File: config.mk
export PLATFORM = sky130hd
export DESIGN_NAME = sreg_bitops_unit
export DESIGN_NICKNAME = d
export VERILOG_FILES = /design/src/rtl/sbu_pkg.sv /design/src/rtl/sbu_shifter.sv /design/src/rtl/sbu_flag_logic.sv /design/src/rtl/sreg_bitops_unit.sv
export SDC_FILE = /design/constraint.sdc
export NUM_CORES = 1
export LEC_CHECK = 0
export BUFFER_PORTS_ARGS = -buffer_cell sky130_fd_sc_hd__buf_2
export CAP_MARGIN = 25
export CORE_ASPECT_RATIO = 0.5
export CORE_MARGIN = 2
export CORE_UTILIZATION = 50
export DETAILED_ROUTE_END_ITERATION = 16
export MAX_ROUTING_LAYER = met4
export PLACE_DENSITY = 0.74
export SYNTH_ARGS = -nofsm -noshare
export SYNTH_HDL_FRONTEND = slang
export SYNTH_SLANG_ARGS = --single-unit
File: constraint.sdc
create_clock -name clk -period 3.1 [get_ports clk]
set_input_delay 0.155 -clock clk [delete_from_list [all_inputs] [get_ports clk]]
set_output_delay 0.155 -clock clk [all_outputs]
set_load 0.1 [all_outputs]
File: src/rtl/sbu_pkg.sv
package sbu_pkg;

    // Operation codes presented on the op port.
    typedef enum logic [3:0] {
        OP_NOP  = 4'd0,
        OP_RORC = 4'd1,
        OP_ASHR = 4'd2,
        OP_NSWP = 4'd3,
        OP_FSET = 4'd4,
        OP_FCLR = 4'd5,
        OP_TSTO = 4'd6,
        OP_TLOD = 4'd7
    } sbu_op_e;

    // Status byte geometry; the bit index selects positions directly.
    localparam int STAT_W = 8;
    localparam int ST_C   = 0;
    localparam int ST_Z   = 1;
    localparam int ST_N   = 2;
    localparam int ST_V   = 3;
    localparam int ST_S   = 4;
    localparam int ST_H   = 5;
    localparam int ST_T   = 6;
    localparam int ST_I   = 7;

endpackage

File: src/rtl/sbu_shifter.sv
module sbu_shifter
    import sbu_pkg::*;
#(
    parameter  int DATA_W = 8,
    localparam int IDX_W  = $clog2(DATA_W),
    localparam int HALF_W = DATA_W / 2
) (
    input  sbu_op_e            op,
    input  logic [DATA_W-1:0]  operand,
    input  logic [IDX_W-1:0]   bit_idx,
    input  logic               carry_in,
    input  logic               tflag_in,
    output logic [DATA_W-1:0]  res,
    output logic               res_wr,
    output logic               carry_out
);

    logic [DATA_W-1:0] load_val;

    // Bit load: one mux per result bit, picking the transfer flag at the index.
    for (genvar g = 0; g < DATA_W; g++) begin : g_tload
        always_comb begin
            load_val[g] = (bit_idx == IDX_W'(g)) ? tflag_in : operand[g];
        end
    end

    always_comb begin
        res       = operand;
        res_wr    = 1'b0;
        carry_out = operand[0];
        unique case (op)
            OP_RORC: begin
                res    = {carry_in, operand[DATA_W-1:1]};
                res_wr = 1'b1;
            end
            OP_ASHR: begin
                res    = {operand[DATA_W-1], operand[DATA_W-1:1]};
                res_wr = 1'b1;
            end
            OP_NSWP: begin
                res    = {operand[HALF_W-1:0], operand[DATA_W-1:HALF_W]};
                res_wr = 1'b1;
            end
            OP_TLOD: begin
                res    = load_val;
                res_wr = 1'b1;
            end
            default: begin
                res    = operand;
                res_wr = 1'b0;
            end
        endcase
    end

endmodule

File: src/rtl/sbu_flag_logic.sv
module sbu_flag_logic
    import sbu_pkg::*;
#(
    parameter  int DATA_W = 8,
    localparam int IDX_W  = $clog2(DATA_W)
) (
    input  sbu_op_e            op,
    input  logic [STAT_W-1:0]  stat_cur,
    input  logic [DATA_W-1:0]  operand,
    input  logic [IDX_W-1:0]   bit_idx,
    input  logic [DATA_W-1:0]  shift_res,
    input  logic               shift_carry,
    output logic [STAT_W-1:0]  stat_nxt
);

    logic neg_f;
    logic ovf_f;

    always_comb begin
        neg_f    = shift_res[DATA_W-1];
        ovf_f    = neg_f ^ shift_carry;
        stat_nxt = stat_cur;
        unique case (op)
            OP_RORC, OP_ASHR: begin
                stat_nxt[ST_C] = shift_carry;
                stat_nxt[ST_N] = neg_f;
                stat_nxt[ST_V] = ovf_f;
                stat_nxt[ST_S] = neg_f ^ ovf_f;
                stat_nxt[ST_Z] = (shift_res == '0);
            end
            OP_FSET: stat_nxt[bit_idx] = 1'b1;
            OP_FCLR: stat_nxt[bit_idx] = 1'b0;
            OP_TSTO: stat_nxt[ST_T]    = operand[bit_idx];
            default: stat_nxt = stat_cur;
        endcase
    end

endmodule

File: src/rtl/sreg_bitops_unit.sv
module sreg_bitops_unit
    import sbu_pkg::*;
#(
    parameter  int DATA_W = 8,
    localparam int IDX_W  = $clog2(DATA_W)
) (
    input  logic               clk,
    input  logic               rst,
    input  logic               start,
    input  logic [3:0]         op,
    input  logic [DATA_W-1:0]  operand,
    input  logic [IDX_W-1:0]   bit_idx,
    output logic [DATA_W-1:0]  result,
    output logic               result_we,
    output logic [STAT_W-1:0]  status
);

    typedef struct packed {
        logic [STAT_W-1:0] stat;
        logic [DATA_W-1:0] res;
        logic              we;
    } unit_state_t;

    unit_state_t st_d, st_q;
    sbu_op_e     op_dec;
    logic [DATA_W-1:0] sh_res;
    logic              sh_wr;
    logic              sh_carry;
    logic [STAT_W-1:0] stat_nxt;

    assign op_dec = sbu_op_e'(op);

    sbu_shifter #(.DATA_W(DATA_W)) u_shift (
        .op        (op_dec),
        .operand   (operand),
        .bit_idx   (bit_idx),
        .carry_in  (st_q.stat[ST_C]),
        .tflag_in  (st_q.stat[ST_T]),
        .res       (sh_res),
        .res_wr    (sh_wr),
        .carry_out (sh_carry)
    );

    sbu_flag_logic #(.DATA_W(DATA_W)) u_flags (
        .op          (op_dec),
        .stat_cur    (st_q.stat),
        .operand     (operand),
        .bit_idx     (bit_idx),
        .shift_res   (sh_res),
        .shift_carry (sh_carry),
        .stat_nxt    (stat_nxt)
    );

    always_comb begin
        st_d    = st_q;
        st_d.we = 1'b0;
        if (start) begin
            st_d.stat = stat_nxt;
            if (sh_wr) begin
                st_d.res = sh_res;
                st_d.we  = 1'b1;
            end
        end
    end

    always_ff @(posedge clk) begin
        if (rst) st_q <= '0;
        else     st_q <= st_d;
    end

    assign result    = st_q.res;
    assign result_we = st_q.we;
    assign status    = st_q.stat;

    // the write enable only follows a strobed operation.
    p_we_after_start_r10: assert property (@(posedge clk) disable iff (rst)
        result_we |-> $past(start));

    // no strobe, no status change.
    p_idle_hold_r9: assert property (@(posedge clk) disable iff (rst)
        !start |=> $stable(status));

    // rotate moves old carry to the top and operand bit 0 into carry.
    p_rorc_carry_r2: assert property (@(posedge clk) disable iff (rst)
        (start && op == OP_RORC) |=>
            (status[ST_C] == $past(operand[0])) && (result[DATA_W-1] == $past(status[ST_C])));

    // arithmetic shift keeps the sign bit.
    p_ashr_sign_r3: assert property (@(posedge clk) disable iff (rst)
        (start && op == OP_ASHR) |=> result[DATA_W-1] == $past(operand[DATA_W-1]));

    // nibble swap leaves the flags alone.
    p_swap_flags_r5: assert property (@(posedge clk) disable iff (rst)
        (start && op == OP_NSWP) |=> $stable(status));

    // flag set lands on the indexed status bit.
    p_fset_bit_r6: assert property (@(posedge clk) disable iff (rst)
        (start && op == OP_FSET) |=> status[$past(bit_idx)]);

    // bit store lands in T.
    p_tsto_copy_r7: assert property (@(posedge clk) disable iff (rst)
        (start && op == OP_TSTO) |=> status[ST_T] == $past(operand[bit_idx]));

endmodule

==> metrics.cfg <==
[final_layout]
area_delta_synth_final_pct = 10.9
fin_nets = 234
multiInputGateArea_um2 = 1040
seqCellArea_um2 = 340
fin_util = 0.568
design_area_um2 = 1670
fill_cells = 318
drive_gt1_frac = 0.270
n_antenna_cell = 0

[power_and_ir_drop]
switching_power_w = 0.000250
p_leak_nw = 0.681
p_sw_frac = 0.398
max-vdd-ir-drop_v = 0.000246
seq_power_share = 0.370
pwr-share-comb = 0.359
power_frac_clock = 0.271
p_int_w = 0.000378
p_per_area_nw_per_um2 = 376

[cts]
clock-sinks = 17
cts_tree = done
cts_buffers = 3
clkTransAtPathRegs_ns = 0.07
htreeDepth = 1
cts.path.max_buffers = 2
cts_hold_buffers = 0
cts_setup_buffers = 0
cts_root_buf = clkbuf_8
post_cts_resized = 0
clk_latency_ns = 0.25

[floorplan]
initial_core_util = 0.512
die-area_um2 = 3500
die_h_um = 42.8
rows = 14
die_x_um = 81.7
top_level_ports = 35
core_um2 = 2940

[logic_synthesis]
synthArstFlopShare = 0
synth.most_common_cell = nor2_1
yosys_warnings = 0
synth_edf_count = 0
synthCells = 193
synth-seq-cells = 17
yosys-top-cells-count = nor2_1 (34), dfxtp_1 (17), nor3_1 (12), mux2i_1 (10)
syn_area_per_cell_um2 = 7.81
syn_area_um2 = 1510
syn-num-nets = 211
synthFlopType = dfxtp_1
yosysTopAreaCellShare = 0.226
synth_area_leaders = dfxtp_1 (23%), nor2_1 (8.5%), mux2i_1 (6.6%)
yosys.cell_types.count = 57
yosysTopAreaCell = dfxtp_1
ys_seq_area_frac = 0.226

[job]
cap_viol_max_count = 0

[global_routing]
grt.total_usage = 0.264
grt_pass1_wl_mm = 6.80
grt_pass1_vias = 1337
grt_max_degree = 20
grt_overflow = 0
antenna_found_initial = 0

[timing]
rsz0062_at_grt = no
fin_crit_sh = 0.492
slew_headroom = 0.676
period_needed_ns = 1.53
fin_worst_skew_ns = 0.00397
tightest_slew_ns = 0.490
finalSetupViolations = 0
clock.fmax_mhz = 656
fin_setup_tns_ns = 0
finalHoldViolations = 0
final_max_slew_viol_count = 0

[drt]
vias_per_cell = 6.11
drc = 0
dr.pass1.iters = 4
postRouteAntennaNets = 0
wl_per_cell_um = 16.7
wirelength_mm = 4.27
vias = 1559
drtIter0Drc = 154

[min_path]
min_path_type = in -> reg

[worst_setup_path]
path_max_fanout = 12
worst_ep_arrival_time_ns = 1.37
start_kind = flip-flop
critPathKind = reg -> out
cp.buffers_inverters = 1
path_cells = buf_2
cpMaxStageDelayCell = dfxtp_1
end_kind = output port
critPathMaxStageDelay_ns = 0.60
cp.required_ns = 2.94
cp_top_family = flip-flops

[placed_design]
place.gp.congestion = 0.935
port_buffers = 34
placed_cell_area_um2 = 1630
dp_hpwl_mm = 3.28

[run_status]
outcome = completed

==> cell type report <==
| type | instances | area share |
|---|---|---|
| multi-input cells | 154 | 0.621 |
| flip-flops and latches | 17 | 0.204 |
| repair buffers | 35 | 0.106 |
| well taps | 40 | 0.0299 |
| clock buffers | 3 | 0.0247 |
| inverters | 5 | 0.0112 |
| clock inverters | 1 | 0.00299 |
==> power by group through the flow <==
stage	Clock (W)	Sequential, W	Combinational [W]
2_1_floorplan	0	0.000296	0.000120
3_3_place_gp	0	0.000238	0.000221
3_5_place_dp	0	0.000238	0.000222
4_1_cts	0.000170	0.000233	0.000223
5_1_grt	0.000181	0.000234	0.000241
6_report	0.000170	0.000233	0.000225
==> cell usage in the layout, fill, tap and decap left out, drive strengths merged, types with 3 or more instances in the layout <==
cell type  netlist  layout
clkbuf           3       3
a22oi            6       6
inv              4       4
nand3            4       4
nand3b           3       3
nand2b           3       3
a21oi            9       9
dfxtp           17      17
nor4             3       3
nor3b            4       4
buf             14      35
nor3            16      16
a211oi           3       3
a31oi            6       6
mux2i           10      10
o21ai            5       5
o22ai            9       9
nor2            34      34
nand2            7       7
==> cell families (layout without fill, tap and decap cells) <==
| family | after synthesis | count (layout) | share of synthesized area |
|---|---|---|---|
| adder cells (fa/ha/maj) | 1 | 1 | 0.00747 |
| AND/OR/NAND/NOR | 91 | 91 | 0.352 |
| buffers and inverters | 22 | 44 | 0.0855 |
| XOR/XNOR | 1 | 1 | 0.0108 |
| multiplexers | 12 | 12 | 0.0813 |
| AO/OA/AOI/OAI | 49 | 49 | 0.237 |
| flip-flops | 17 | 17 | 0.226 |
==> stage by stage <==
step / hold WS, ns / power, W / setup WS (ns) / instances
final: 0.291 / 0.000629 / 1.57 / 255
after global routing: 0.318 / 0.000656 / 1.54 / 255
after CTS: 0.289 / 0.000626 / 1.59 / 255
after detailed placement: 0.476 / 0.000460 / 1.38 / 251
after global placement: 0.469 / 0.000458 / 1.39 / 251
after floorplan: 0.361 / 0.000416 / 1.49 / 193
==> routing by layer <==
metal  track usage  part of all wire  up-vias
met5             -                 0        -
li1              -                 -      762
met2         0.354              0.40       87
met3        0.0404              0.11        5
met4        0.0500            0.0073        0
met1         0.411              0.49      705
==> worst reg2reg max path, cell delays in order, from the launching register on <==
cell	delay, ns
dfxtp_1	0.60
mux2i_1	0.21
o22ai_4	0.26
nor3_2	0.08
o31ai_2	0.22
==> path summary, 6_finish.rpt <==
kind                                from                     end  slack [ns]  cells past startpoint
hold reg to reg   result[4]$_SDFFE_PP0P_  result[4]$_SDFFE_PP0P_        0.49                      2
setup reg to reg  status[6]$_SDFFE_PP0P_  status[3]$_SDFFE_PP0P_        1.66                      4
setup / recovery  status[6]$_SDFFE_PP0P_               status[6]        1.57                      1
hold / removal                       rst               flip-flop        0.29                      2
No activity file was read; power rests on OpenSTA's default activity.
